## src/rtl/sc_gpio_pkg.sv

```systemverilog
package sc_gpio_pkg;

    localparam int unsigned DATA_W   = 32;
    localparam int unsigned NUM_REGS = 5;

    // Word index of each register; the index is byte address / 4.
    typedef enum logic [2:0] {
        REG_SET  = 3'd0,
        REG_CLR  = 3'd1,
        REG_TCLR = 3'd2,
        REG_PIN  = 3'd3,
        REG_INEN = 3'd4,
        REG_NONE = 3'd7
    } reg_sel_e;

    typedef struct packed {
        logic set;
        logic clr;
        logic tclr;
        logic inen;
    } wr_strobe_t;

    // Map a word index to a register. in_range means the upper index bits
    // are zero and the byte offset is word aligned.
    function automatic reg_sel_e decode_index(input logic [2:0] low_idx,
                                              input logic       in_range);
        reg_sel_e r;
        r = REG_NONE;
        if (in_range) begin
            case (low_idx)
                3'd0:    r = REG_SET;
                3'd1:    r = REG_CLR;
                3'd2:    r = REG_TCLR;
                3'd3:    r = REG_PIN;
                3'd4:    r = REG_INEN;
                default: r = REG_NONE;
            endcase
        end
        return r;
    endfunction

    // Next latch value of one pin for a given strobe set and mask bit.
    function automatic logic next_out(input logic cur, input wr_strobe_t s,
                                      input logic m);
        logic n;
        n = cur;
        if (m && s.set) n = 1'b1;
        if (m && s.clr) n = 1'b0;
        return n;
    endfunction

    function automatic logic next_oe(input logic cur, input wr_strobe_t s,
                                     input logic m);
        logic n;
        n = cur;
        if (m && (s.set || s.clr)) n = 1'b1;
        if (m && s.tclr)           n = 1'b0;
        return n;
    endfunction

endpackage

```

## src/rtl/sc_gpio_regdec.sv

```systemverilog
module sc_gpio_regdec
    import sc_gpio_pkg::*;
#(
    parameter int unsigned AW = 8
) (
    input  logic          bus_sel,
    input  logic          bus_we,
    input  logic [AW-1:0] bus_addr,
    output wr_strobe_t    wr_stb,
    output logic          rd_pin
);

    localparam int unsigned IDX_W = AW - 2;

    logic [IDX_W-1:0] idx;
    logic             in_range;
    reg_sel_e         sel;
    logic             wr_ok;

    assign idx = bus_addr[AW-1:2];

    generate
        if (IDX_W > 3) begin : g_wide
            assign in_range = (idx[IDX_W-1:3] == '0) && (bus_addr[1:0] == 2'b00);
        end else begin : g_narrow
            assign in_range = (bus_addr[1:0] == 2'b00);
        end
    endgenerate

    always_comb begin
        sel = decode_index(idx[2:0], in_range);
    end

    assign wr_ok       = bus_sel && bus_we;
    assign wr_stb.set  = wr_ok && (sel == REG_SET);
    assign wr_stb.clr  = wr_ok && (sel == REG_CLR);
    assign wr_stb.tclr = wr_ok && (sel == REG_TCLR);
    assign wr_stb.inen = wr_ok && (sel == REG_INEN);
    assign rd_pin      = bus_sel && !bus_we && (sel == REG_PIN);

endmodule

```

## src/rtl/sc_gpio_latch.sv

```systemverilog
module sc_gpio_latch
    import sc_gpio_pkg::*;
#(
    parameter int unsigned NPINS = 32
) (
    input  logic             clk,
    input  logic             rst,
    input  wr_strobe_t       wr_stb,
    input  logic [NPINS-1:0] mask,
    output logic [NPINS-1:0] out_q,
    output logic [NPINS-1:0] oe_q
);

    genvar i;
    generate
        for (i = 0; i < NPINS; i++) begin : g_pin
            always_ff @(posedge clk) begin
                if (rst) begin
                    out_q[i] <= 1'b0;
                    oe_q[i]  <= 1'b0;
                end else begin
                    out_q[i] <= next_out(out_q[i], wr_stb, mask[i]);
                    oe_q[i]  <= next_oe(oe_q[i], wr_stb, mask[i]);
                end
            end
        end
    endgenerate

endmodule

```

## src/rtl/sc_gpio_insync.sv

```systemverilog
module sc_gpio_insync #(
    parameter int unsigned NPINS  = 32,
    parameter int unsigned STAGES = 2
) (
    input  logic             clk,
    input  logic             rst,
    input  logic             inen_wr,
    input  logic [NPINS-1:0] pad_in,
    output logic [NPINS-1:0] pin_state
);

    logic [NPINS-1:0] stg [STAGES];
    logic             en_q;

    always_ff @(posedge clk) begin
        if (rst) stg[0] <= '0;
        else     stg[0] <= pad_in;
    end

    genvar s;
    generate
        for (s = 1; s < STAGES; s++) begin : g_stage
            always_ff @(posedge clk) begin
                if (rst) stg[s] <= '0;
                else     stg[s] <= stg[s-1];
            end
        end
    endgenerate

    // Sticky: set by any write to the enable register, cleared by reset only.
    always_ff @(posedge clk) begin
        if (rst)          en_q <= 1'b0;
        else if (inen_wr) en_q <= 1'b1;
    end

    assign pin_state = en_q ? stg[STAGES-1] : '0;

endmodule

```

## src/rtl/sc_gpio_port.sv

```systemverilog
module sc_gpio_port
    import sc_gpio_pkg::*;
#(
    parameter int unsigned NPINS  = 32,
    parameter int unsigned AW     = 8,
    parameter int unsigned STAGES = 2
) (
    input  logic              clk,
    input  logic              rst,
    input  logic              bus_sel,
    input  logic              bus_we,
    input  logic [AW-1:0]     bus_addr,
    input  logic [DATA_W-1:0] bus_wdata,
    output logic [DATA_W-1:0] bus_rdata,
    input  logic [NPINS-1:0]  pad_in,
    output logic [NPINS-1:0]  pad_out,
    output logic [NPINS-1:0]  pad_oe
);

    wr_strobe_t       wr_stb;
    logic             rd_pin;
    logic [NPINS-1:0] mask;
    logic [NPINS-1:0] pin_state;

    assign mask = bus_wdata[NPINS-1:0];

    sc_gpio_regdec #(.AW(AW)) u_dec (
        .bus_sel  (bus_sel),
        .bus_we   (bus_we),
        .bus_addr (bus_addr),
        .wr_stb   (wr_stb),
        .rd_pin   (rd_pin)
    );

    sc_gpio_latch #(.NPINS(NPINS)) u_latch (
        .clk    (clk),
        .rst    (rst),
        .wr_stb (wr_stb),
        .mask   (mask),
        .out_q  (pad_out),
        .oe_q   (pad_oe)
    );

    sc_gpio_insync #(.NPINS(NPINS), .STAGES(STAGES)) u_sync (
        .clk       (clk),
        .rst       (rst),
        .inen_wr   (wr_stb.inen),
        .pad_in    (pad_in),
        .pin_state (pin_state)
    );

    assign bus_rdata = rd_pin ? DATA_W'(pin_state) : '0;

endmodule

```

## config.mk

```make
export PLATFORM = sky130hd
export DESIGN_NAME = sc_gpio_port
export DESIGN_NICKNAME = d
export VERILOG_FILES = /design/src/rtl/sc_gpio_pkg.sv /design/src/rtl/sc_gpio_regdec.sv /design/src/rtl/sc_gpio_latch.sv /design/src/rtl/sc_gpio_insync.sv /design/src/rtl/sc_gpio_port.sv
export SDC_FILE = /design/constraint.sdc
export NUM_CORES = 1
export LEC_CHECK = 0
export BUFFER_PORTS_ARGS = -buffer_cell sky130_fd_sc_hd__buf_2
export CELL_PAD_IN_SITES_DETAIL_PLACEMENT = 1
export CELL_PAD_IN_SITES_GLOBAL_PLACEMENT = 1
export CORE_MARGIN = 2
export CORE_UTILIZATION = 33
export DETAILED_ROUTE_END_ITERATION = 16
export PLACE_DENSITY_LB_ADDON = 0.1
export SYNTH_ARGS = -nofsm -noshare
export SYNTH_HDL_FRONTEND = slang
export SYNTH_SLANG_ARGS = --single-unit
```

## constraint.sdc

```tcl
create_clock -name clk -period 1.39 [get_ports clk]
set_clock_uncertainty 0.15 [all_clocks]
set_input_delay 0.0695 -clock clk [delete_from_list [all_inputs] [get_ports clk]]
set_output_delay 0.0695 -clock clk [all_outputs]
set_load 0.01 [all_outputs]
```

Word level (Yosys, flattened, before mapping)
Memory sizes are Yosys's and may differ from the RTL's.
Index checks and enable logic that the tools add are counted.
Storage, ports and cells
  bits in registers: 65
  bits in writable memories: 64
  bits of input ports: 76
  output and inout bits: 96
  word-level logic and storage cells: 291
  memories kept: 1
Operators by class
  equal/unequal tests: 8
  mux-type cells: 9
  bitwise gates (word level): 2
  reductions and logical operators: 206
Memories
  u_sync.stg: words 2, width 32, rd ports 2, clocked after Yosys merged registers in 0, wr ports 2, RTL line sc_gpio_insync.sv:12  | logic [NPINS-1:0] stg [STAGES];
Operator list (number)
  1-bit logical AND: 136
  32-bit two-way mux: 4
  2-bit OR reduction: 64
  3-bit one-hot mux with 5 select lines: 1
  3-bit by 2-bit equality test with 1-bit output, second input constant: 4
  3-bit logical NOT: 3
  3-bit by 1-bit equality test with 1-bit output, second input constant: 2
  3-bit equality test, second input constant: 2
  1-bit two-way mux: 3
  3-bit two-way mux: 1
  2-bit logical NOT: 1
  1-bit OR: 2
  1-bit logical NOT: 1
  1-bit logical OR: 1

Longest topological paths before layout
Gate-level depths: netlist of the first run.
  depth in word-level cells: 7
  mapped depth: 6
  gate-level depth less buffers: 3

Hierarchy
A second synthesis of the first run with hierarchy kept.
Second synthesis, totals
  cells, all modules: 466
  area, all modules: 5054.8 um^2
By module, submodules not included
  sc_gpio_latch: times used 1, cells each 248, area an instance 2677.6 um^2, seq. area each 1281.2 um^2
  sc_gpio_insync: times used 1, cells each 172, area an instance 2025.7 um^2, seq. area each 1301.2 um^2
  sc_gpio_port: times used 1, cells each 35, area an instance 255.2 um^2, seq. area each 0.0 um^2
  sc_gpio_regdec: times used 1, cells each 11, area an instance 96.3 um^2, seq. area each 0.0 um^2

Worst setup path after synthesis of the first run
No wires, ideal clock.
  path kind: input to output
  from: input bus_addr[0]
  to: output bus_rdata[10]
  arrival time: 1.158 ns
  setup slack: 0.013 ns
  stages: 4
  buffers on the path: 1
  path through: nor4_4 -> nand3_1 -> clkbuf_1 -> nor3_1
Between the ends
  cells in the longest elaborated chain, start to end: 6
RTL lines
  from (decl): RTL line sc_gpio_port.sv:12  | input logic [AW-1:0] bus_addr,
  2-bit logical NOT: RTL line sc_gpio_regdec.sv:24  | assign in_range = (idx[IDX_W-1:3] == '0) && (bus_addr[1:0] == 2'b00);
  1-bit logical AND: RTL line sc_gpio_regdec.sv:24
  3-bit two-way mux: RTL line sc_gpio_pkg.sv:29  | if (in_range) begin
  3-bit by 2-bit equality test with 1-bit output: RTL line sc_gpio_regdec.sv:39  | assign rd_pin = bus_sel && !bus_we && (sel == REG_PIN);
  1-bit logical AND: RTL line sc_gpio_regdec.sv:39
  32-bit two-way mux: RTL line sc_gpio_port.sv:52  | assign bus_rdata = rd_pin ? DATA_W'(pin_state) : '0;
  to (decl): RTL line sc_gpio_port.sv:14  | output logic [DATA_W-1:0] bus_rdata,
Every way passes these cells.

Worst setup path after layout of the first run
  from: register u_sync.en_q
  to: output bus_rdata[31]
Between the ends
  cells in the longest elaborated chain, start to end: 2
RTL lines
  from (decl): RTL line sc_gpio_insync.sv:13  | logic en_q;
  from (signal assigned): RTL line sc_gpio_insync.sv:32  | if (rst) en_q <= 1'b0;
  from (signal assigned): RTL line sc_gpio_insync.sv:33  | else if (inen_wr) en_q <= 1'b1;
  32-bit two-way mux: RTL line sc_gpio_insync.sv:36  | assign pin_state = en_q ? stg[STAGES-1] : '0;
  32-bit two-way mux: RTL line sc_gpio_port.sv:52
Every way passes these cells.

==> qor.csv, run 1 <==
metric,value,unit
routed wirelength normalized by instance count,17.4,µm
Final Wtd Congestion,0.740,
dpl hpwl,9840,µm
Worst Max-Slew Pin Slew,0.350,ns
Power Dens Cells,1170,nW/µm²
drt first pass iters,4,
n_diodes,0,
count of input and output buffers,171,
fin crit period,1.67,ns
H-tree level count,4,
critical path required time,1.17,ns
outcome,finished with violations,
nets@finish,762,
"leading cell type in the layout, fill and taps excluded",sky130_fd_sc_hd__buf_2,
maximum buffer depth of the clock tree,2,
largest stage delay on the critical path,0.33,ns
Synth cell types,16,
Layout area overhead,56.3,%
GRT Residual Overflow,0,
max-cap viol count,0,
cell family with the largest share of critical-path delay,buffers and inverters,
number of failing hold endpoints at the final stage,0,
kind of critical path,flip-flop to output port,
number of antenna violations at the first check in global routing,2,
total of fill cells in the finished design,1516,
maximum fanout encountered on the critical timing path,12,
"Seq/Total Area, Yosys",55.6,%
simple-gate share of the synthesized area,14.6,%
combinational family with the most area after synthesis,compound AO/OA/AOI/OAI gates,
total die area,15000,µm²
effective utilization at floorplan,33.6,%
switching pwr,1860,µW
Pint,6670,µW
maximum number of pins on one net before global-route repair,41,
critical path arrival,1.46,ns
Worst Hold Class,primary input to flip-flop,
number of global-route vias before repair,4710,
root buffer cell,sky130_fd_sc_hd__clkbuf_16,
failing checks,negative setup slack,
first-iteration detailed-routing DRC count,257,
Inserted Clock Buffers,17,
most frequent cells in the layout,"sky130_fd_sc_hd__buf_2 (170), sky130_fd_sc_hd__dfxtp_1 (128), sky130_fd_sc_hd__dlygate4sd3_1 (67)",
adder-cell share of the synthesized area,0,%
clock transition at the registers of the reported paths,0.05,ns
sw frac,21.8,%
floorplan die width,123,µm
via/cell ratio,5.15,
count of pins on the block boundary,172,
Place WS,-0.206,ns
Slowest cell on crit path,sky130_fd_sc_hd__dfxtp_2,
antenna violation net count after detailed routing,0,
proportion of power drawn by combinational gates,7.3,%
CP startpoint kind,flip-flop,
area share of xor/xnor cells in the synthesized design,0,%
leakage power,0.00303,µW
post-route setup slack,-0.285,ns
critical path cell sequence,nand4b_1 > buf_6 > buf_12 > nor3_4 > buf_2,
Rel. slew slack,76.7,%
post-synthesis average cell area,10.4,µm²
number of slew-limit violations in the final report,0,
Mapped Cells,448,
final WL,15300,µm
share of post-route cells with drive strength above 1,36.9,%
Max Clk Rate,597,MHz
Reg2Reg Setup Slack,0.48,ns
first-pass GRT wire length,24800,µm
total of endpoints with negative setup slack in the final report,32,
core outline area,13800,µm²
mux cell area share after synthesis,0,%
share of the cycle needed by the critical path after routing,120,%
clock latency on the worst-skew pair,0.41,ns
post-synthesis compound-gate area fraction,22.6,%
number of design rule violations left after detail routing,0,
vertical die dimension,123,µm
Crit path buffers/inverters,3,
Syn. warnings,0,
worst IR drop on VDD,0.610,mV
number of synthesized register bits,129,
Syn Std Cell Area,4640,µm²
clock sink count,129,
total number of placement rows,43,
TritonCTS clock tree,done,
sequential share of power,44.7,%
post-synth net total,524,
critical path capture point type,output port,
Tot GR Track Use,21.4,%
clock network fraction of total power,48.0,%
Layout Utilization,52.5,%
Final TNS setup,-8.15,ns
vias after detailed routing,4513,
setup repair after global routing missed its margin,true,
[cell type report]
type                       count  area (µm²)  share of cell area [%]
clock buffer                  24         482                    6.64
clock inverter                 6        57.6                   0.793
inverter                      34         128                    1.76
multi-input combinational    237        1930                    26.6
sequential                   129        2580                    35.6
tap                          180         225                    3.10
timing repair buffer         267        1850                    25.5
[cells in the mapped netlist]
cell                       instances  area, µm²
sky130_fd_sc_hd__a211oi_1         64        480
sky130_fd_sc_hd__a41oi_1          65        569
sky130_fd_sc_hd__and3b_1           1       8.76
sky130_fd_sc_hd__and4_1            2       17.5
sky130_fd_sc_hd__buf_2            21        105
sky130_fd_sc_hd__clkbuf_1         27        101
sky130_fd_sc_hd__clkinv_1          1       3.75
sky130_fd_sc_hd__dfxtp_1         129       2580
sky130_fd_sc_hd__inv_1            33        124
sky130_fd_sc_hd__nand3_1           1       5.00
sky130_fd_sc_hd__nand4b_1          1       8.76
sky130_fd_sc_hd__nor2_1            2       7.51
sky130_fd_sc_hd__nor2b_1          65        407
sky130_fd_sc_hd__nor3_1           32        160
sky130_fd_sc_hd__nor4_4            2       42.5
sky130_fd_sc_hd__nor4bb_1          2       20.0
[worst reg2reg max path, stage by stage, from the launching register on]
cell	delay, ns
sky130_fd_sc_hd__dfxtp_1	0.32
sky130_fd_sc_hd__a41oi_1	0.06
sky130_fd_sc_hd__a211oi_1	0.28
[cell families after synthesis]
| group | count (synthesis) |
|---|---|
| flops | 129 |
| compound gates | 129 |
| simple gates | 108 |
| buf+inv | 82 |
[metal layers]
layer | vias up | global-route usage [%] | wire [µm]
li1 | 2147 | - | -
met1 | 2202 | 27.5 | 6800
met2 | 145 | 35.2 | 7510
met3 | 17 | 5.34 | 830
met4 | 2 | 7.26 | 144
met5 | - | 0 | 13
[sequential cells by signal, summed over array words and instances, names as in the netlist]
signal and count:
u_sync.stg 64, u_latch.out_q 32, u_latch.oe_q 32, u_sync.en_q 1
[power groups by stage]
stage / sequential, µW / combinational, µW / clock [µW]
2_1_floorplan: 3880 / 189 / 0
3_3_place_gp: 3880 / 449 / 0
3_5_place_dp: 3890 / 461 / 0
4_1_cts: 3810 / 618 / 4180
5_1_grt: 3820 / 681 / 4330
6_report: 3810 / 623 / 4100
[metrics by stage]
step / total power, µW / hold WS, ns / cell area [µm²] / std cells
2_1_floorplan: 4070 / 0.0181 / 4640 / 448
5_1_grt: 8830 / 0.196 / 7260 / 877
6_report: 8530 / 0.173 / 7260 / 877
3_3_place_gp: 4330 / 0.127 / 5830 / 778
4_1_cts: 8610 / 0.156 / 7240 / 877
3_5_place_dp: 4350 / 0.134 / 5830 / 778
[what timing repair did]
item                                    CTS  global route
cloned                                    1             0
hold endpoints to repair                 99             0
resized for setup                        38             4
endpoints found under the setup margin   32            32
buffers inserted                          1             0
hold buffers                             67             0
[final timing paths]
check	endpoint	cells after the start	startpoint
worst max-delay path	bus_rdata[31]	5	u_sync.en_q
worst min register to register	u_sync.stg[1][6]	1	u_sync.stg[0][6]
worst max register to register	u_latch.out_q[11]	2	u_latch.out_q[11]
worst min-delay path	u_latch.out_q[1]	5	bus_addr[1]
No activity file was read; power rests on OpenSTA's default activity.
==> inputs of run 2 (changes only) <==
Settings changed: ABC_AREA from default to 1, CORE_MARGIN 2 to 5, CORE_UTILIZATION 33 to 32.
==> qor.csv, run 2 <==
metric,value,unit,change
number of standard cells in the final layout excluding fillers,1280,,+46%
antenna violation net count after detailed routing,0,,unchanged
"leading cell type in the layout, fill and taps excluded",sky130_fd_sc_hd__inv_1,,
Syn. warnings,0,,unchanged
failing checks,negative setup slack,,
most frequent cells in the layout,"sky130_fd_sc_hd__inv_1 (234), sky130_fd_sc_hd__buf_2 (169), sky130_fd_sc_hd__nor2_1 (163)",,
count of input and output buffers,171,,unchanged
post-synthesis cell type with the largest combined area,sky130_fd_sc_hd__dfxtp_1,,
critical path capture point type,output port,,
Worst Hold Path Cells,5,,unchanged
worst IR drop on VDD,0.826,mV,+35%
fin crit period,1.76,ns,+0.0821 ns
critical path arrival,1.54,ns,+0.08 ns
Inserted Clock Buffers,17,,unchanged
final WL,17100,µm,+11%
minimum hold slack,0.0293,ns,-0.144 ns
Worst Hold Class,primary input to flip-flop,,
number of slew-limit violations in the final report,0,,unchanged
number of cells traversed by the worst register-to-register path,4,,+2
vias after detailed routing,5411,,+20%
register bank with the most flops,u_sync.stg,,
nets@finish,1123,,+47%
dominant register cell in the synthesized netlist,sky130_fd_sc_hd__dfxtp_1,,
dpl hpwl,10800,µm,+9.3%
first-pass GRT wire length,27700,µm,+12%
Synth cell types,20,,+4
n_diodes,0,,unchanged
Async SR Flop Fraction,0,%,unchanged
leakage power,0.00456,µW,+50%
routed wirelength normalized by instance count,13.3,µm,-24%
most frequent cells after synthesis,"sky130_fd_sc_hd__inv_1 (234), sky130_fd_sc_hd__nor2_1 (163), sky130_fd_sc_hd__dfxtp_1 (129), sky130_fd_sc_hd__nand2_1 (101), sky130_fd_sc_hd__nand3_1 (66)",,
placed cell areas,6700,µm²,+15%
count of pins on the block boundary,172,,unchanged
effective utilization at floorplan,32.8,%,-0.79 points
number of antenna violations at the first check in global routing,0,,-2
maximum buffer depth of the clock tree,2,,unchanged
critical path required time,1.17,ns,about the same
clock sink count,129,,unchanged
number of design rule violations left after detail routing,0,,unchanged
Layout Utilization,49.6,%,-2.9 points
outcome,finished with violations,,
share of the cycle needed by the critical path after routing,126,%,+5.9 points
Tot GR Track Use,17.4,%,-4.1 points
Mapped Cells,805,,+80%
core outline area,16700,µm²,+21%
Layout area overhead,51.3,%,
maximum number of pins on one net before global-route repair,69,,+68%
clock latency on the worst-skew pair,0.42,ns,about the same
Rel. slew slack,80.7,%,+4.1 points
post-route setup slack,-0.367,ns,-0.0821 ns
share of post-route cells with drive strength above 1,24.7,%,-12 points
top-area cell type share of the netlist area,47.2,%,-8.5 points
setup repair after global routing missed its margin,true,,
Syn Std Cell Area,5480,µm²,+18%
"Seq/Total Area, Yosys",47.2,%,-8.5 points
max-cap viol count,0,,unchanged
number of flip-flops under the largest register name,64,,unchanged
total number of placement rows,47,,+9.3%
number of global-route vias before repair,5646,,+20%
maximum fanout encountered on the critical timing path,8,,-4
Top Registers,"u_sync.stg: 64 flops, u_latch.oe_q: 32 flops, u_latch.out_q: 32 flops",,
H-tree level count,4,,unchanged
root buffer cell,sky130_fd_sc_hd__clkbuf_16,,
GRT Residual Overflow,0,,unchanged
drt first pass iters,4,,unchanged
number of cells after detailed placement,1179,,+52%
most frequently used cell type in the post-synthesis netlist,sky130_fd_sc_hd__inv_1,,
kind of critical path,flip-flop to output port,,
post-synth net total,881,,+68%
total die area,19800,µm²,+32%
first-iteration detailed-routing DRC count,137,,-47%
CP startpoint kind,flip-flop,,
number of synthesized register bits,129,,unchanged
floorplan die width,141,µm,+15%
clock transition at the registers of the reported paths,0.06,ns,about the same
Worst Max-Slew Pin Slew,0.289,ns,-0.0611 ns
top cells by area in the synthesized netlist,"sky130_fd_sc_hd__dfxtp_1 (47%), sky130_fd_sc_hd__inv_1 (16%), sky130_fd_sc_hd__nor2_1 (11%)",,
total of endpoints with negative setup slack in the final report,32,,unchanged
total of fill cells in the finished design,2127,,+40%
Post-synth EDFFs,0,,unchanged
final instance area,8290,µm²,+14%
post-synthesis average cell area,6.80,µm²,-34%
Max Clk Rate,569,MHz,-4.7%
Power Dens Cells,1130,nW/µm²,-3.5%
vertical die dimension,141,µm,+15%
via/cell ratio,4.23,,-18%
number of failing hold endpoints at the final stage,0,,unchanged
Final Wtd Congestion,0.726,,-1.9%
TritonCTS clock tree,done,,
run 2: critical path, cell delays in order, from the launching register on:
cell and delay [ns]:
sky130_fd_sc_hd__dfxtp_2 0.32, sky130_fd_sc_hd__nand4_1 0.09, sky130_fd_sc_hd__buf_6 0.17, sky130_fd_sc_hd__buf_16 0.16
sky130_fd_sc_hd__nor3b_4 0.23, sky130_fd_sc_hd__buf_6 0.14
run 2: logic make-up (layout without fill, tap and decap cells):
kind of cell	Yosys count	in the layout	synth area share, %
AOI/OAI and AO/OA	33	33	3.02
buffers and inverters	272	527	19.5
DFF	129	129	47.2
and+or+nand+nor	371	371	30.3
run 2: final cells by class:
class	instances	area (µm²)	share of cell area, %
sequential	129	2580	31.2
multi-input combinational	404	2010	24.2
timing repair buffer	261	1890	22.8
inverter	234	878	10.6
clock buffer	18	429	5.18
tap	220	275	3.32
clock inverter	14	226	2.73
run 2: what timing repair did:
item / in CTS / in global routing
pin swaps: 2 / 5
endpoints found under the setup margin: 32 / 32
gates cloned: 2 / 1
resized for setup: 31 / 9
hold buffers: 65 / 0
hold endpoints to repair: 96 / 0
buffers inserted: 1 / 0
run 2: per-layer routing:
| metal | share of wire [%] | vias to the layer above | global-route usage (%) |
|---|---|---|---|
| li1 | - | 2794 | - |
| met4 | 1.2 | 0 | 5.25 |
| met2 | 51 | 119 | 31.4 |
| met1 | 43 | 2481 | 20.5 |
| met5 | 0 | - | 0 |
| met3 | 5.3 | 17 | 4.00 |
run 2: final timing paths:
| kind | slack [ns] | end | startpoint |
|---|---|---|---|
| setup reg to reg | 0.61 | u_latch.oe_q[19] | u_latch.oe_q[19] |
| setup / recovery | -0.37 | bus_rdata[22] | u_sync.en_q |
| hold / removal | 0.03 | u_sync.en_q | bus_we |
| hold reg to reg | 0.26 | u_sync.stg[1][4] | u_sync.stg[0][4] |
run 2: power breakdown:
group | internal, µW | leakage (µW) | switching, µW
Combinational | 323 | 0.00319 | 309
Clock | 3210 | 0.000312 | 1740
Sequential | 3790 | 0.00105 | 22.9
run 2: per-stage QoR:
step	total power [µW]	worst slack, ns	setup TNS [ns]
finish	9400	-0.367	-10.16
global route	9780	-0.452	-13.40
CTS	9530	-0.340	-10.14
detailed placement	4360	-0.0991	-3.69
global placement	4360	-0.0676	-2.59
floorplan	4120	0.146	0
